[config.mk]
export PLATFORM = sky130hd
export DESIGN_NAME = rl_run_aggregator
export DESIGN_NICKNAME = d
export VERILOG_FILES = /design/src/rtl/rl_aggr_pkg.sv /design/src/rtl/rl_run_tracker.sv /design/src/rtl/rl_divider.sv /design/src/rtl/rl_burst_emitter.sv /design/src/rtl/rl_run_aggregator.sv
export SDC_FILE = /design/constraint.sdc
export NUM_CORES = 1
export LEC_CHECK = 0
export BUFFER_PORTS_ARGS = -buffer_cell sky130_fd_sc_hd__buf_2
export CAP_MARGIN = 10
export CORE_MARGIN = 4
export CORE_UTILIZATION = 55
export CTS_CLUSTER_SIZE = 14
export DETAILED_ROUTE_END_ITERATION = 16
export PLACE_DENSITY = 0.78
export SYNTH_ARGS = -nofsm -noshare
export SYNTH_HDL_FRONTEND = slang
export SYNTH_HIERARCHICAL = 1
export SYNTH_SLANG_ARGS = --single-unit
[constraint.sdc]
create_clock -name clk -period 2.71 [get_ports clk]
set_input_delay 0.1355 -clock clk [delete_from_list [all_inputs] [get_ports clk]]
set_output_delay 0.1355 -clock clk [all_outputs]
set_load 0.02 [all_outputs]
[src/rtl/rl_aggr_pkg.sv]
package rl_aggr_pkg;
   localparam int DIV_W = 4;
   typedef logic [DIV_W-1:0] divisor_t;
   typedef enum logic {DIV_ITERATIVE, DIV_ONESHOT} div_style_e;
endpackage

[src/rtl/rl_run_tracker.sv]
module rl_run_tracker #(
   parameter int CNTW = 8
) (
   input  logic            clk,
   input  logic            rst_n,
   input  logic            accept,
   input  logic            sym,
   output logic            run_end,
   output logic [CNTW:0]   end_len,
   output logic            end_val
);
   localparam logic [CNTW-1:0] CNT_MAX = {CNTW{1'b1}};

   logic            seen_q;
   logic            last_q;
   logic [CNTW-1:0] cnt_q;

   assign run_end = accept && seen_q && (sym != last_q);
   assign end_len = {1'b0, cnt_q} + 1'b1;
   assign end_val = last_q;

   always_ff @(posedge clk) begin
      if (!rst_n) begin
         seen_q <= 1'b0;
         last_q <= 1'b0;
         cnt_q  <= '0;
      end else if (accept) begin
         if (!seen_q) begin
            seen_q <= 1'b1;
            last_q <= sym;
            cnt_q  <= CNTW'(1);
         end else if (sym != last_q) begin
            last_q <= sym;
            cnt_q  <= '0;
         end else if (cnt_q != CNT_MAX) begin
            cnt_q  <= cnt_q + 1'b1;
         end
      end
   end
endmodule

[src/rtl/rl_divider.sv]
module rl_divider
   import rl_aggr_pkg::*;
#(
   parameter int         NW    = 9,
   parameter div_style_e STYLE = DIV_ITERATIVE
) (
   input  logic          clk,
   input  logic          rst_n,
   input  logic          start,
   input  logic [NW-1:0] num,
   input  divisor_t      den,
   output logic          busy,
   output logic          done,
   output logic [NW-1:0] quo
);
   if (STYLE == DIV_ONESHOT) begin : g_oneshot
      logic          done_q;
      logic [NW-1:0] quo_q;
      always_ff @(posedge clk) begin
         if (!rst_n) begin
            done_q <= 1'b0;
            quo_q  <= '0;
         end else begin
            done_q <= start;
            if (start)
               quo_q <= (den == '0) ? {NW{1'b1}} : num / NW'(den);
         end
      end
      assign busy = 1'b0;
      assign done = done_q;
      assign quo  = quo_q;
   end else begin : g_iterative
      localparam int SW = $clog2(NW);
      logic [DIV_W:0]  rem_q;
      logic [NW-1:0]   q_q;
      divisor_t        den_q;
      logic [SW-1:0]   step_q;
      logic            run_q;
      logic            done_q;
      logic [DIV_W:0]  trial;
      logic            fits;

      assign trial = {rem_q[DIV_W-1:0], q_q[NW-1]};
      assign fits  = trial >= {1'b0, den_q};

      always_ff @(posedge clk) begin
         if (!rst_n) begin
            rem_q  <= '0;
            q_q    <= '0;
            den_q  <= '0;
            step_q <= '0;
            run_q  <= 1'b0;
            done_q <= 1'b0;
         end else if (start) begin
            rem_q  <= '0;
            q_q    <= num;
            den_q  <= den;
            step_q <= '0;
            run_q  <= 1'b1;
            done_q <= 1'b0;
         end else if (run_q) begin
            rem_q  <= fits ? trial - {1'b0, den_q} : trial;
            q_q    <= {q_q[NW-2:0], fits};
            step_q <= step_q + 1'b1;
            run_q  <= (step_q != SW'(NW-1));
            done_q <= (step_q == SW'(NW-1));
         end else begin
            done_q <= 1'b0;
         end
      end
      assign busy = run_q;
      assign done = done_q;
      assign quo  = q_q;
   end
endmodule

[src/rtl/rl_burst_emitter.sv]
module rl_burst_emitter #(
   parameter int NW   = 9,
   parameter int MAXW = 6
) (
   input  logic            clk,
   input  logic            rst_n,
   input  logic            load,
   input  logic [NW-1:0]   quo,
   input  logic [MAXW-1:0] limit,
   input  logic            val,
   output logic            out_valid,
   output logic            out_bit
);
   localparam int CW = NW + MAXW;

   logic [NW-1:0] left_q;
   logic          val_q;
   logic [NW-1:0] bits;
   logic          allow;

   assign bits  = (quo == '0) ? NW'(1) : quo;
   assign allow = CW'(bits) < CW'(limit);

   always_ff @(posedge clk) begin
      if (!rst_n) begin
         left_q <= '0;
         val_q  <= 1'b0;
      end else if (load) begin
         left_q <= allow ? bits : '0;
         val_q  <= val;
      end else if (left_q != '0) begin
         left_q <= left_q - 1'b1;
      end
   end

   assign out_valid = (left_q != '0);
   assign out_bit   = val_q;
endmodule

[src/rtl/rl_run_aggregator.sv]
module rl_run_aggregator
   import rl_aggr_pkg::*;
#(
   parameter int         CNTW      = 8,
   parameter int         MAXW      = 6,
   parameter div_style_e DIV_STYLE = DIV_ITERATIVE
) (
   input  logic            clk,
   input  logic            rst_n,
   input  logic [3:0]      cfg_ones_div,
   input  logic [3:0]      cfg_zeros_div,
   input  logic [MAXW-1:0] cfg_bit_limit,
   input  logic            in_valid,
   input  logic            in_sym,
   output logic            in_ready,
   output logic            out_valid,
   output logic            out_bit
);
   localparam int NW = CNTW + 1;

   if (CNTW < 2 || CNTW > 14) begin : g_bad_cntw
      $error("rl_run_aggregator: CNTW must be in 2..14");
   end
   if (MAXW < 1 || MAXW > 16) begin : g_bad_maxw
      $error("rl_run_aggregator: MAXW must be in 1..16");
   end

   logic          accept;
   logic          run_end;
   logic [NW-1:0] end_len;
   logic          end_val;
   logic          div_busy;
   logic          div_done;
   logic [NW-1:0] div_quo;
   logic          run_val_q;
   divisor_t      den;

   assign accept   = in_valid && in_ready;
   assign in_ready = !(div_busy || div_done || out_valid);
   assign den      = end_val ? cfg_ones_div : cfg_zeros_div;

   always_ff @(posedge clk) begin
      if (!rst_n)
         run_val_q <= 1'b0;
      else if (run_end)
         run_val_q <= end_val;
   end

   rl_run_tracker #(.CNTW(CNTW)) u_track (
      .clk     (clk),
      .rst_n   (rst_n),
      .accept  (accept),
      .sym     (in_sym),
      .run_end (run_end),
      .end_len (end_len),
      .end_val (end_val)
   );

   rl_divider #(.NW(NW), .STYLE(DIV_STYLE)) u_div (
      .clk   (clk),
      .rst_n (rst_n),
      .start (run_end),
      .num   (end_len),
      .den   (den),
      .busy  (div_busy),
      .done  (div_done),
      .quo   (div_quo)
   );

   rl_burst_emitter #(.NW(NW), .MAXW(MAXW)) u_emit (
      .clk       (clk),
      .rst_n     (rst_n),
      .load      (div_done),
      .quo       (div_quo),
      .limit     (cfg_bit_limit),
      .val       (run_val_q),
      .out_valid (out_valid),
      .out_bit   (out_bit)
   );
endmodule

# After elaboration in Yosys (flattened, before gate mapping)
# Index checks and enable logic that the tools add are counted.
# classes
n_addsub,5
order_cmp,2
eq_ne,6
muxes,15
bitwise,2
reduce_logical,14
# ops
operator,count
$mux 9,6
$mux 8,3
$add 8x1->9 const B,1
$logic_not 9->1,1
$lt 9x6->1,1
$reduce_bool 9->1,1
$sub 9x1->9 const B,1
$add 8x1->8 const B,1
$mux 4,2
$ne 8x8->1 const B,1
$ge 5x4->1,1
$add 4x1->4 const B,1
$eq 4x4->1 const B,1
$mux 1,4
$ne 4x4->1 const B,1
$reduce_and 2->1,2
$reduce_bool 2->1,2
$sub 4x4->4,1
$logic_and 1x1->1,3
$ne 3x3->1 const B,1
$reduce_or 3->1,1
$logic_or 1x1->1,2
$ne 2x2->1 const B,1
$not 1->1,2
other kinds (3),3
# totals
ff_bits,44
input_bits,18
out_inout_bits,3
word_cells,56

# Longest topological paths before layout
# logic_depth
ltp_word,7
ltp_mapped,14
ltp_nobuf,12

# Cells and area by module
# Netlist, hierarchy kept.
# modules_own_cells
module,n_inst,cells_per_inst,area_each_um2,seq_area_each_um2
rl_divider,1,133,1198.6,460.4
rl_burst_emitter,1,94,737.0,200.2
rl_run_tracker,1,73,628.1,200.2
rl_run_aggregator,1,9,97.6,20.0

# Least setup slack after synthesis
# OpenSTA, ideal clock, no wires.
# synth_path
kind,reg2reg
start,register u_emit.left_q[0]
end,"register u_div.g_iterative.q_q[1], in the netlist u_div/quo[1]"
setup_time_ns,0.115
t_arrival_ns,2.701
required_time_ns,2.595
setup_slack_ns,-0.106
stages_incl_launch_ff,14
n_path_buf,3
period_less_slack_ns,2.816
path_cell_list,dfxtp_1 -> inv_1 -> ha_1 -> or4b_4 -> nand2b_4 -> buf_6 -> nor3_2 -> and2_1 -> nand2_1 -> nor2_1 -> buf_4 -> clkbuf_1 -> o21ai_0 -> and2_1
# synth_between
elab_chain_len,7
word_cells_on_any_way,8
cone_classes,mux: 1; reduce/logical: 7
# synth_rtl
item,line,text
start: declaration,rl_burst_emitter.sv:16,logic [NW-1:0] left_q;
start signal: assignment,rl_burst_emitter.sv:29,left_q <= allow ? bits : '0;
start signal: assignment,rl_burst_emitter.sv:32,left_q <= left_q - 1'b1;
$reduce_bool 9->1 *,rl_burst_emitter.sv:36,assign out_valid = (left_q != '0);
via out_valid,rl_run_aggregator.sv:16,"output logic out_valid,"
$logic_or 1x1->1 *,rl_run_aggregator.sv:39,assign in_ready = !(div_busy || div_done || out_valid);
$logic_not 1->1 *,rl_run_aggregator.sv:39,
via in_ready,rl_run_aggregator.sv:15,"output logic in_ready,"
$logic_and 1x1->1 *,rl_run_aggregator.sv:38,assign accept = in_valid && in_ready;
via accept,rl_run_aggregator.sv:28,logic accept;
$logic_and 1x1->1 * (2 in series),rl_run_tracker.sv:18,assign run_end = accept && seen_q && (sym != last_q);
via run_end,rl_run_aggregator.sv:29,logic run_end;
$mux 9 / $reduce_bool 2->1 (equally long branches),n/a,
end signal: assignment,rl_divider.sv:56,q_q <= num;
end signal: assignment,rl_divider.sv:63,"q_q <= {q_q[NW-2:0], fits};"
end: declaration,rl_divider.sv:35,logic [NW-1:0] q_q;
# Mark *: on every way through the listed nets, which the timed path passes. The rest lies on a longest branch.
# A chain may end at the register's enable or synchronous reset.

# Worst setup path after layout
# layout_path
start,register u_emit.left_q[0]
end,"register u_div.g_iterative.q_q[8], in the netlist u_div/quo[8]"
# layout_between
elab_chain_len,7
word_cells_on_any_way,8
cone_classes,mux: 1; reduce/logical: 7
# layout_rtl
item,line
$reduce_bool 9->1 *,rl_burst_emitter.sv:36
$logic_or 1x1->1 *,rl_run_aggregator.sv:39
$logic_not 1->1 *,rl_run_aggregator.sv:39
$logic_and 1x1->1 *,rl_run_aggregator.sv:38
via accept,rl_run_aggregator.sv:28
$logic_and 1x1->1 * (2 in series),rl_run_tracker.sv:18
via run_end,rl_run_aggregator.sv:29
$mux 9 / $reduce_bool 2->1 (equally long branches),n/a
# Marks and branches as above.

==> impl_metrics.env <==
export IMPL_run_status="finished clean"
export IMPL_worst_ep_required_time_ns=2.91
export IMPL_nNetsFinal=356
export IMPL_setup_tns_ns=0
export IMPL_synth_async_reset_ratio=0
export IMPL_p_leak_nw=1.18
export IMPL_clock_skew_final_ns=0.00783
export IMPL_yosysUniqueCellTypes=55
export IMPL_synthFlopType="dfxtp_1"
export IMPL_yosys_area_top_type="dfxtp_1"
export IMPL_num_fill_cells=392
export IMPL_ios=21
export IMPL_hpwl_um=3670
export IMPL_min_period_ns=2.52
export IMPL_maxSlewViolCount=0
export IMPL_routabilityCongestion=0.834
export IMPL_hp_class="in -> reg"
export IMPL_dr_total_vias=2089
export IMPL_cts_hold_buf=0
export IMPL_drt_iter0_drc=110
export IMPL_diodes=0
export IMPL_synth_area_leaders="dfxtp_1, ha_1, mux2i_1, nand2_1, o21ai_0"
export IMPL_p_per_area_nw_per_um2=633
export IMPL_synth_seq_cells=44
export IMPL_overflow=0
export IMPL_syn_to_final_growth_pct=8.93
export IMPL_syn_area_per_cell_um2=8.61
export IMPL_final_seq_area_um2=881
export IMPL_grt_pass1_vias=1903
export IMPL_final_cell_mix="dfxtp_1, nand2_1, inv_1"
export IMPL_die_w_um=77.6
export IMPL_synthCells=309
export IMPL_ys_seq_area_frac=0.331
export IMPL_finalHoldViolCount=0
export IMPL_fin_crit_sh=0.932
export IMPL_port_buffers=20
export IMPL_setup_viol=0
export IMPL_grt_max_degree=34
export IMPL_max_freq_mhz=396
export IMPL_path_max_fanout=18
export IMPL_yosysWarnings=6
export IMPL_cp_start_kind="flip-flop"
export IMPL_htreeDepth=2
export IMPL_p_total_mw=1.83
export IMPL_grtUsageTotal=0.171
export IMPL_start_util=0.567
export IMPL_critical_path_class="reg -> reg"
export IMPL_syn_area_um2=2660
export IMPL_clockBufferDepth=2
export IMPL_core_area_um2=4690
export IMPL_synth_edf_count=0
export IMPL_grt_pass1_wl_um=8420
export IMPL_avgViaCountPerCell=5.51
export IMPL_numCtsBuffers=5
export IMPL_dp_cells=371
export IMPL_rows=25
export IMPL_cts_tree="done"
export IMPL_path_clk_slew_ns=0.08
export IMPL_relSlewSlack=0.654
export IMPL_whs_ns=0.150
export IMPL_wire_per_inst_um=12.9
export IMPL_synth_top_area_frac=0.331
export IMPL_die_h_um=77.6
export IMPL_multi_input_area_um2=1630
export IMPL_critPathCaptureType="flip-flop"
export IMPL_cts_root_buf="clkbuf_8"
export IMPL_final_cells=379
export IMPL_clkLatencyLatePin_ns=0.30
export IMPL_syn_nets=341
export IMPL_ir_drop_mv=0.470
export IMPL_drive_gt1_frac=0.163
export IMPL_wl_um=4910
export IMPL_final_common_cell="dfxtp_1"
export IMPL_maxCapViolations=0
export IMPL_cts_sinks=44
export IMPL_tightestPinTransition_ns=0.513
export IMPL_dr_pass1_iters=4
export IMPL_rsz0062_at_grt="no"
export IMPL_drc=0
export IMPL_dieArea_um2=6020
export IMPL_ant_nets=0
export IMPL_cp_data_arrival_time_ns=2.72
export IMPL_antenna_found_initial=0
==> registers in the layout, indices dropped and copies added, names as in the netlist <==
signal / count
u_track/cnt_q: 8
u_div/g_iterative.rem_q: 4
u_div/quo: 9
u_track/seen_q: 1
run_val_q: 1
u_div/g_iterative.step_q: 4
u_emit/left_q: 9
u_div/busy: 1
u_track/end_val: 1
u_div/g_iterative.den_q: 4
u_div/done: 1
u_emit/out_bit: 1
==> final timing paths <==
kind	to	depth (start not counted)	from	slack (ns)
worst max-delay path	u_div/quo[8]	11	u_emit/left_q[0]	0.19
worst max register to register	u_div/quo[8]	11	u_emit/left_q[0]	0.19
worst min-delay path	u_track/end_val	3	in_sym	0.15
worst min register to register	u_emit/left_q[8]	2	u_emit/left_q[8]	0.49
==> report_power, final <==
part | switching [mW] | internal [mW] | leakage (nW)
sequential | 0.0737 | 0.706 | 0.356
combinational | 0.305 | 0.252 | 0.765
clock | 0.224 | 0.274 | 0.0552
==> synth_stat cells (2+ instances only) <==
master / count
or4b_4: 2
o31a_1: 2
nor3b_1: 3
and3_1: 4
xor2_1: 9
clkbuf_1: 10
inv_1: 22
or4_1: 2
mux2_2: 4
a21o_1: 3
buf_4: 3
dfxtp_1: 44
nand3_1: 9
ha_1: 13
nor3_1: 2
buf_2: 2
o32ai_1: 2
nand4_1: 4
or3_1: 2
xnor2_1: 6
nand3b_1: 3
nor2b_1: 7
a221o_1: 2
and2_1: 13
nand2_1: 32
o21ai_2: 4
nor4_1: 4
mux2i_1: 16
nor2_1: 20
o21ai_0: 19
a21oi_1: 11
o31ai_1: 5
nand2b_1: 3
==> final cells by class <==
cell class,instances,share of cell area
clock inverter,2,0.0121
multi-input combinational,227,0.562
timing repair buffer,24,0.0449
sequential,44,0.304
clock buffer,6,0.0250
tap,54,0.0233
inverter,22,0.0285
==> metrics by stage <==
step	instance area, um^2	setup slack [ns]	util
after floorplan	2670	0.0352	-
after global placement	2790	0.246	0.594
after detailed placement	2790	0.142	0.594
after CTS	2890	0.0902	0.617
after global routing	2900	0.0195	0.618
final	2900	0.186	0.618
==> worst max-delay path, stage by stage (launching register included) <==
cell	delay, ns
dfxtp_1	0.34
inv_1	0.08
ha_1	0.19
or4b_4	0.50
nand2b_4	0.20
nor3_4	0.15
and2_1	0.17
nand2_1	0.10
nor2_4	0.18
buf_4	0.23
o21ai_0	0.12
and2_1	0.16
==> per-layer routing <==
| metal | track usage | wire (um) | vias to the layer above |
|---|---|---|---|
| met5 | 0 | 0 | - |
| met4 | 0.0658 | 71 | 0 |
| met1 | 0.210 | 2380 | 948 |
| li1 | - | - | 1110 |
| met3 | 0.0441 | 167 | 6 |
| met2 | 0.288 | 2290 | 25 |
==> cells by family after synthesis <==
logic type,after synthesis,share of synthesized area
xor+xnor,15,0.0494
flops,44,0.331
mux,20,0.0771
simple gates,119,0.262
buf+inv,38,0.0616
fa+ha+maj,14,0.0686
compound gates,59,0.150
==> repair_timing <==
item,4_1_cts,5_1_grt
resized for setup,0,1
hold endpoints to repair,0,0
setup buffers,0,0
setup endpoints to repair,0,10
Note: power is estimated with default switching activity, not from simulation.
